===== config.mk =====
export PLATFORM = sky130hd
export DESIGN_NAME = uart_irq_ident
export DESIGN_NICKNAME = d
export VERILOG_FILES = /design/src/rtl/uart_irq_pkg.sv /design/src/rtl/uart_irq_enable.sv /design/src/rtl/uart_irq_sticky.sv /design/src/rtl/uart_irq_encode.sv /design/src/rtl/uart_irq_ident.sv
export SDC_FILE = /design/constraint.sdc
export NUM_CORES = 1
export LEC_CHECK = 0
export ABC_AREA = 1
export BUFFER_PORTS_ARGS = -buffer_cell sky130_fd_sc_hd__buf_2
export CORE_MARGIN = 1
export CORE_UTILIZATION = 30
export CTS_CLUSTER_SIZE = 40
export DETAILED_ROUTE_END_ITERATION = 12
export GPL_TIMING_DRIVEN = 0
export MAX_ROUTING_LAYER = met4
export PLACE_DENSITY = 0.66
export SYNTH_ARGS = -nofsm -noshare
export SYNTH_HDL_FRONTEND = slang
export SYNTH_HIERARCHICAL = 1
export SYNTH_SLANG_ARGS = --single-unit

===== constraint.sdc =====
create_clock -name clk -period 1.1 [get_ports clk]
set_input_delay 0.165 -clock clk [delete_from_list [all_inputs] [get_ports clk]]
set_output_delay 0.165 -clock clk [all_outputs]
set_load 0.05 [all_outputs]

===== src/rtl/uart_irq_pkg.sv =====
package uart_irq_pkg;
  localparam int ID_W    = 4;
  localparam int NUM_SRC = 5;

  localparam int SRC_LINE    = 0;
  localparam int SRC_RXDATA  = 1;
  localparam int SRC_RXTMO   = 2;
  localparam int SRC_TXEMPTY = 3;
  localparam int SRC_MODEM   = 4;

  typedef enum logic [ID_W-1:0] {
    ID_NONE    = 4'b0001,
    ID_LINE    = 4'b0110,
    ID_RXDATA  = 4'b0100,
    ID_RXTMO   = 4'b1100,
    ID_TXEMPTY = 4'b0010,
    ID_MODEM   = 4'b0000
  } irq_id_e;

  typedef logic [NUM_SRC-1:0] src_vec_t;
endpackage


===== src/rtl/uart_irq_enable.sv =====
module uart_irq_enable
  import uart_irq_pkg::*;
#(
  parameter int REG_W = 8
) (
  input  logic             clk,
  input  logic             rst_n,
  input  logic             wr,
  input  logic [REG_W-1:0] wdata,
  output logic [REG_W-1:0] rdata,
  output src_vec_t         src_en
);
  localparam int EN_W  = 4;
  localparam int PAD_W = REG_W - EN_W;

  logic [EN_W-1:0] en_q;
  logic            unused_hi;

  assign unused_hi = ^wdata[REG_W-1:EN_W];

  always_ff @(posedge clk) begin
    if (!rst_n)  en_q <= '0;
    else if (wr) en_q <= wdata[EN_W-1:0];
  end

  assign rdata = {{PAD_W{1'b0}}, en_q};

  always_comb begin
    src_en              = '0;
    src_en[SRC_RXDATA]  = en_q[0];
    src_en[SRC_RXTMO]   = en_q[0];
    src_en[SRC_TXEMPTY] = en_q[1];
    src_en[SRC_LINE]    = en_q[2];
    src_en[SRC_MODEM]   = en_q[3];
  end
endmodule


===== src/rtl/uart_irq_sticky.sv =====
module uart_irq_sticky #(
  parameter int SET_W = 1
) (
  input  logic             clk,
  input  logic             rst_n,
  input  logic [SET_W-1:0] set_i,
  input  logic             clr_i,
  output logic             pend_o
);
  always_ff @(posedge clk) begin
    if (!rst_n)       pend_o <= 1'b0;
    else if (|set_i)  pend_o <= 1'b1;
    else if (clr_i)   pend_o <= 1'b0;
  end
endmodule


===== src/rtl/uart_irq_encode.sv =====
module uart_irq_encode
  import uart_irq_pkg::*;
#(
  parameter int REG_W = 8
) (
  input  logic             clk,
  input  logic             rst_n,
  input  src_vec_t         pend,
  input  src_vec_t         en,
  output logic [REG_W-1:0] id_q,
  output logic             irq_q
);
  localparam int PAD_W = REG_W - ID_W - 1;
  localparam logic [REG_W-1:0] ID_RESET = {1'b1, {PAD_W{1'b0}}, ID_NONE};

  src_vec_t active;
  irq_id_e  code;

  assign active = pend & en;

  always_comb begin
    if      (active[SRC_LINE])    code = ID_LINE;
    else if (active[SRC_RXDATA])  code = ID_RXDATA;
    else if (active[SRC_RXTMO])   code = ID_RXTMO;
    else if (active[SRC_TXEMPTY]) code = ID_TXEMPTY;
    else if (active[SRC_MODEM])   code = ID_MODEM;
    else                          code = ID_NONE;
  end

  always_ff @(posedge clk) begin
    if (!rst_n) begin
      id_q  <= ID_RESET;
      irq_q <= 1'b0;
    end else begin
      id_q  <= {1'b1, {PAD_W{1'b0}}, code};
      irq_q <= |active;
    end
  end
endmodule


===== src/rtl/uart_irq_ident.sv =====
module uart_irq_ident
  import uart_irq_pkg::*;
#(
  parameter int REG_W = 8,
  parameter int LS_W  = 4,
  parameter int MS_W  = 4
) (
  input  logic             clk,
  input  logic             rst_n,
  input  logic             ier_wr,
  input  logic [REG_W-1:0] ier_wdata,
  output logic [REG_W-1:0] ier_rdata,
  input  logic             iir_rd,
  input  logic             lsr_rd,
  input  logic             rbr_rd,
  input  logic             msr_rd,
  input  logic             thr_wr,
  input  logic [LS_W-1:0]  ls_err,
  input  logic             rx_trig,
  input  logic             rx_tmo,
  input  logic             thr_empty,
  input  logic [MS_W-1:0]  ms_chg,
  output logic [REG_W-1:0] iir_rdata,
  output logic             irq
);
  src_vec_t pend_w;
  src_vec_t en_w;
  logic     tx_clr;

  uart_irq_enable #(.REG_W(REG_W)) u_enable (
    .clk    (clk),
    .rst_n  (rst_n),
    .wr     (ier_wr),
    .wdata  (ier_wdata),
    .rdata  (ier_rdata),
    .src_en (en_w)
  );

  uart_irq_sticky #(.SET_W(LS_W)) u_line (
    .clk(clk), .rst_n(rst_n), .set_i(ls_err), .clr_i(lsr_rd),
    .pend_o(pend_w[SRC_LINE])
  );

  assign pend_w[SRC_RXDATA] = rx_trig;

  uart_irq_sticky #(.SET_W(1)) u_tmo (
    .clk(clk), .rst_n(rst_n), .set_i(rx_tmo), .clr_i(rbr_rd),
    .pend_o(pend_w[SRC_RXTMO])
  );

  // Identification read services transmit-empty only if it is the reported code.
  assign tx_clr = thr_wr | (iir_rd & (iir_rdata[ID_W-1:0] == ID_TXEMPTY));

  uart_irq_sticky #(.SET_W(1)) u_txempty (
    .clk(clk), .rst_n(rst_n), .set_i(thr_empty), .clr_i(tx_clr),
    .pend_o(pend_w[SRC_TXEMPTY])
  );

  uart_irq_sticky #(.SET_W(MS_W)) u_modem (
    .clk(clk), .rst_n(rst_n), .set_i(ms_chg), .clr_i(msr_rd),
    .pend_o(pend_w[SRC_MODEM])
  );

  uart_irq_encode #(.REG_W(REG_W)) u_encode (
    .clk   (clk),
    .rst_n (rst_n),
    .pend  (pend_w),
    .en    (en_w),
    .id_q  (iir_rdata),
    .irq_q (irq)
  );
endmodule


Yosys cells after proc, flatten, opt, wreduce, memory -nomap -nowiden

Index checks and enable logic that the tools add are counted.

Word-level logic and storage cells: 35
Bits in registers: 17
Bits of input ports: 27
Output and inout port bits: 17

Multiplexer cells: 13
Bitwise gates (word level): 4
Reductions and logical operators: 8
Eq/ne operators: 1

Operators by type and width:

| operator             | count |
|---|---|
| $mux W4              | 4 |
| $mux W1              | 9 |
| $reduce_bool A2 Y1   | 4 |
| $reduce_or A4 Y1     | 2 |
| $and A5 B5 Y5        | 1 |
| $reduce_or A5 Y1     | 1 |
| $eq A4 B2 Y1 const B | 1 |
| $reduce_or A3 Y1     | 1 |
| $and A1 B1 Y1        | 1 |
| $not A1 Y1           | 1 |
| $or A1 B1 Y1         | 1 |

Longest topological paths before layout

Depth in word-level cells: 6
Depth in mapped cells: 7
Depth with buffers taken out: 7

Cells and area by module

The synthesis kept the hierarchy.

By module, submodules not included:

| module                        | area an instance (µm²) | cells each | times used |
|---|---|---|---|
| uart_irq_enable               | 237.7                  | 35         | 1 |
| uart_irq_encode               | 227.7                  | 29         | 1 |
| uart_irq_sticky at u_line ... | 47.5                   | 8          | 2 |
| uart_irq_sticky at u_tmo ...  | 43.8                   | 6          | 2 |
| uart_irq_ident                | 23.8                   | 6          | 1 |

Worst setup path after synthesis

OpenSTA, ideal clock, no wires.

Path type: register -> register
Start: reg u_enable.en_q[0]
End: reg u_encode.id_q[0]
Required time: 0.992 ns
Arrival: 1.094 ns
Cell stages (with the launch flop): 7
Path buffers: 1
Clock period less this slack: 1.202 ns
Setup slack: -0.102 ns
Cells stage by stage: dfxtp_1 > buf_4 > nand2_2 > nand3_2 > nand2_2 > nand2_2 > inv_2

Cells in the longest elaborated chain, start to end: 4

RTL lines:

| element                | line                  | source |
|---|---|---|
| from (decl)            | uart_irq_enable.sv:16 | `logic [EN_W-1:0] en_q;` |
| from (signal assigned) | uart_irq_enable.sv:23 | `else if (wr) en_q <= wdata[EN_W-1:0];` |
| $and A5 B5 Y5 *        | uart_irq_encode.sv:19 | `assign active = pend & en;` |
| $mux W4                | uart_irq_encode.sv:24 | `else if (active[SRC_RXTMO]) code = ID_RXTMO;` |
| $mux W4 *              | uart_irq_encode.sv:23 | `else if (active[SRC_RXDATA]) code = ID_RXDATA;` |
| $mux W4 *              | uart_irq_encode.sv:22 | `if (active[SRC_LINE]) code = ID_LINE;` |
| to (signal assigned)   | uart_irq_encode.sv:35 | `id_q <= {1'b1, {PAD_W{1'b0}}, code};` |
| to (decl)              | uart_irq_encode.sv:10 | `output logic [REG_W-1:0] id_q,` |

Every way passes the cells marked *; elsewhere a longest branch is shown, timed or not.
A chain may end at the register's enable or synchronous reset.

Worst setup path in the final report

Start: reg u_enable.en_q[2]
End: out ier_rdata[2]

RTL lines:

| element   | line                 | source |
|---|---|---|
| to (decl) | uart_irq_ident.sv:12 | `output logic [REG_W-1:0] ier_rdata,` |

No word-level cell between the ends.

==> impl_metrics.csv <==
group,metric,value,unit
outcome,outcome,"finished, final reports clean",
drt,avgViaCountPerCell,3.67,
synth,synth_largest_area_cell,"dfxtp_1",
floorplan,num_rows,16,
worst_setup_path,timing.critical_path.buf_inv,1,
global_routing,grt_first_pass_wirelength,1860,um
clocking,clock_sinks,13,
layout,seq_area,267,sq um
drt,drtPass1Iterations,4,
drt,drt_wl_total,1120,um
worst_hold_path,min_path_type,"in2reg",
clocking,tritoncts.num_buffers,3,
floorplan,chipWidth,49.3,um
synth,syn-cell-area,672,sq um
drt,final_antenna_net_count,0,
global_routing,gr-usage-all-layers,10.4,%
layout,area_growth,35.4,%
synth,yosys.area.top_type_share,38.7,%
clocking,cts_hold_buf,0,
synth,ys_top_cells_by_area,"dfxtp_1, buf_4, inv_1, nand2_1, nor2_1",
floorplan,io_pins,44,
timing,finalWorstPathRequiredPeriod,1.04,ns
worst_setup_path,reg2reg_slack,0.25,ns
run,max_cap_viol_count,0,
pwr,power_density,1250,mW/mm^2
drt,drc,0,
timing,rsz0062_at_grt,"no",
worst_setup_path,timing_worst_setup_path_type,"reg2out",
worst_setup_path,timing.critical_path.arrival,0.88,ns
worst_setup_path,timing.critical_path.fanout_max,3,
placement,gp_congestion,0.663,
drt,route.vias.total,602,
floorplan,chipHeight,49.3,um
timing,report.final.hold_viol_count,0,
global_routing,number_of_antenna_violations_at_the_first_check_in_global_routing,0,
drt,dr.first_iter.drc_count,5,
timing,final-max-slew-violation-count,0,
layout,multiInputGateArea,246,sq um
timing,post-route-period-util,94.6,%
worst_setup_path,worstPathCellList,"buf_2",
pwr,peakVddDrop,660,uV
worst_setup_path,critical-path-slowest-cell,"dfxtp_2",
timing,achievable-frequency,0.961,GHz
synth,synth.yosys.seq_area_share,38.7,%
layout,final.fill_count,232,
timing,tns,0,ns
global_routing,vias_in_the_first_global_route,470,
clocking,cts_tree,"built",
worst_setup_path,critPathLaunchType,"register",
clocking,htree_num_levels,1,
drt,post_drt_wl_per_cell,6.84,um
synth,avgSynthCellArea,6.86,sq um
timing,finalSetupViolCount,0,
global_routing,maximum_number_of_pins_on_one_net_before_global_route_repair,13,
timing,fin_worst_skew,0.00495,ns
placement,portBuffers,30,
placement,post_dp_cell_area,881,sq um
floorplan,floorplan.die_area,0.00243,sq mm
pwr,reported_leakage_power,0.567,nW
synth,syn-instance-count,98,
synth,yosysWarningCount,6,
clocking,path_clk_slew,0.08,ns
worst_setup_path,worst_path_dominant_cell_family,"flip-flops",
floorplan,floorplan.initialDensity,32.9,%
worst_setup_path,critical_path.max_stage_delay,0.34,ns
layout,final_design_area_no_fill,910,sq um
layout,design.final.nets,165,
layout,drive_gt1_share,44.5,%
worst_setup_path,critical_path_rt,0.94,ns
global_routing,global_route.overflow_total,0,
clocking,clk_root_buffer_cell,"clkbuf_4",
clocking,worst_skew_pair.late_latency,0.27,ns
layout,n_antenna_cell,0,
synth,flip_flop_and_latch_count_after_synthesis,13,
synth,post_synth_num_cell_types,13,
clocking,cts.path.max_buffers,2,
placement,dp_hpwl,922,um
floorplan,core_area,0.00204,sq mm
worst_setup_path,endpoint_kind,"output pin",
==> per-layer routing <==
| metal | routed length (um) | GRT usage, % |
|---|---|---|
| met1 | 523 | 11.7 |
| met4 | 0 | 4.41 |
| met3 | 92 | 3.74 |
| met2 | 507 | 16.4 |
| met5 | 0 | - |
==> final timing paths <==
| kind | from | endpoint | depth (start not counted) |
|---|---|---|---|
| worst max-delay path | u_enable/en_q[2]$_SDFFE_PN0P_ | ier_rdata[2] | 1 |
| worst min register to register | u_txempty/pend_o$_SDFFE_PN0P_ | u_txempty/pend_o$_SDFFE_PN0P_ | 2 |
| worst min-delay path | rx_tmo | u_tmo/pend_o$_SDFFE_PN0P_ | 3 |
| worst max register to register | u_enable/en_q[0]$_SDFFE_PN0P_ | u_encode/irq_q$_SDFF_PN0_ | 5 |
==> cells in the mapped netlist (all sizes together) <==
library cell / instances
a21oi: 3
buf: 14
conb: 3
dfxtp: 13
inv: 20
nand2: 24
nand3: 6
nor2: 15
==> metrics by stage <==
step / worst slack, ns / instances / util (%) / power, mW / hold slack, ns
2_1_floorplan: 0.0223 / 103 / - / 0.780 / 0.263
3_3_place_gp: 0.266 / 160 / 43.1 / 0.850 / 0.418
3_5_place_dp: 0.257 / 160 / 43.1 / 0.855 / 0.415
4_1_cts: 0.0339 / 164 / 44.4 / 1.15 / 0.111
5_1_grt: 0.00628 / 164 / 44.5 / 1.21 / 0.107
6_report: 0.0590 / 164 / 44.5 / 1.13 / 0.123
==> kinds of logic after synthesis <==
kind of cell	share of synthesized area, %
and+or+nand+nor	28.9
AOI/OAI and AO/OA	3.35
DFF	38.7
buffers and inverters	27.4
other	1.68
==> state kept, by name, indices dropped and copies added, names as in the netlist <==
| signal | flops |
|---|---|
| u_enable/en_q | 4 |
| u_encode/id_q | 4 |
| u_encode/irq_q | 1 |
| u_line/pend_o | 1 |
| u_modem/pend_o | 1 |
| u_tmo/pend_o | 1 |
| u_txempty/pend_o | 1 |
==> cell usage in the layout, fill, tap and decap left out <==
master and n:
buf_2 29, inv_1 19, nand2_1 19, nor2_1 15, buf_4 13, conb_1 8, dfxtp_1 8, nand3_1 5
dfxtp_2 5, nand2_2 5, clkbuf_4 4, a21oi_2 2, clkbuf_1 1, buf_6 1, nand3_2 1, inv_2 1
a21oi_1 1
==> layout make-up <==
type | count | area share (%)
plain buffers | 14 | 12.0
multi-input cells | 56 | 27.1
flip-flops and latches | 13 | 29.3
inverters | 20 | 8.25
clock buffers | 4 | 2.89
repair buffers | 30 | 16.8
well taps | 27 | 3.71
==> what timing repair did <==
| item | 4_1_cts | 5_1_grt |
|---|---|---|
| gates resized for setup | 0 | 1 |
| setup buffers | 0 | 0 |
| endpoints found under the setup margin | 0 | 1 |
==> where the power goes <==
group          internal, mW  switching [mW]
clock                 0.140           0.149
sequential            0.505          0.0180
combinational         0.110           0.212
total                 0.755           0.379
==> worst min-delay path, delay by kind of cell <==
kind | cells | cell delay, ns
AOI/OAI and AO/OA | 1 | 0.05
buffers and inverters | 2 | 0.14
No activity file was read; power rests on OpenSTA's default activity.
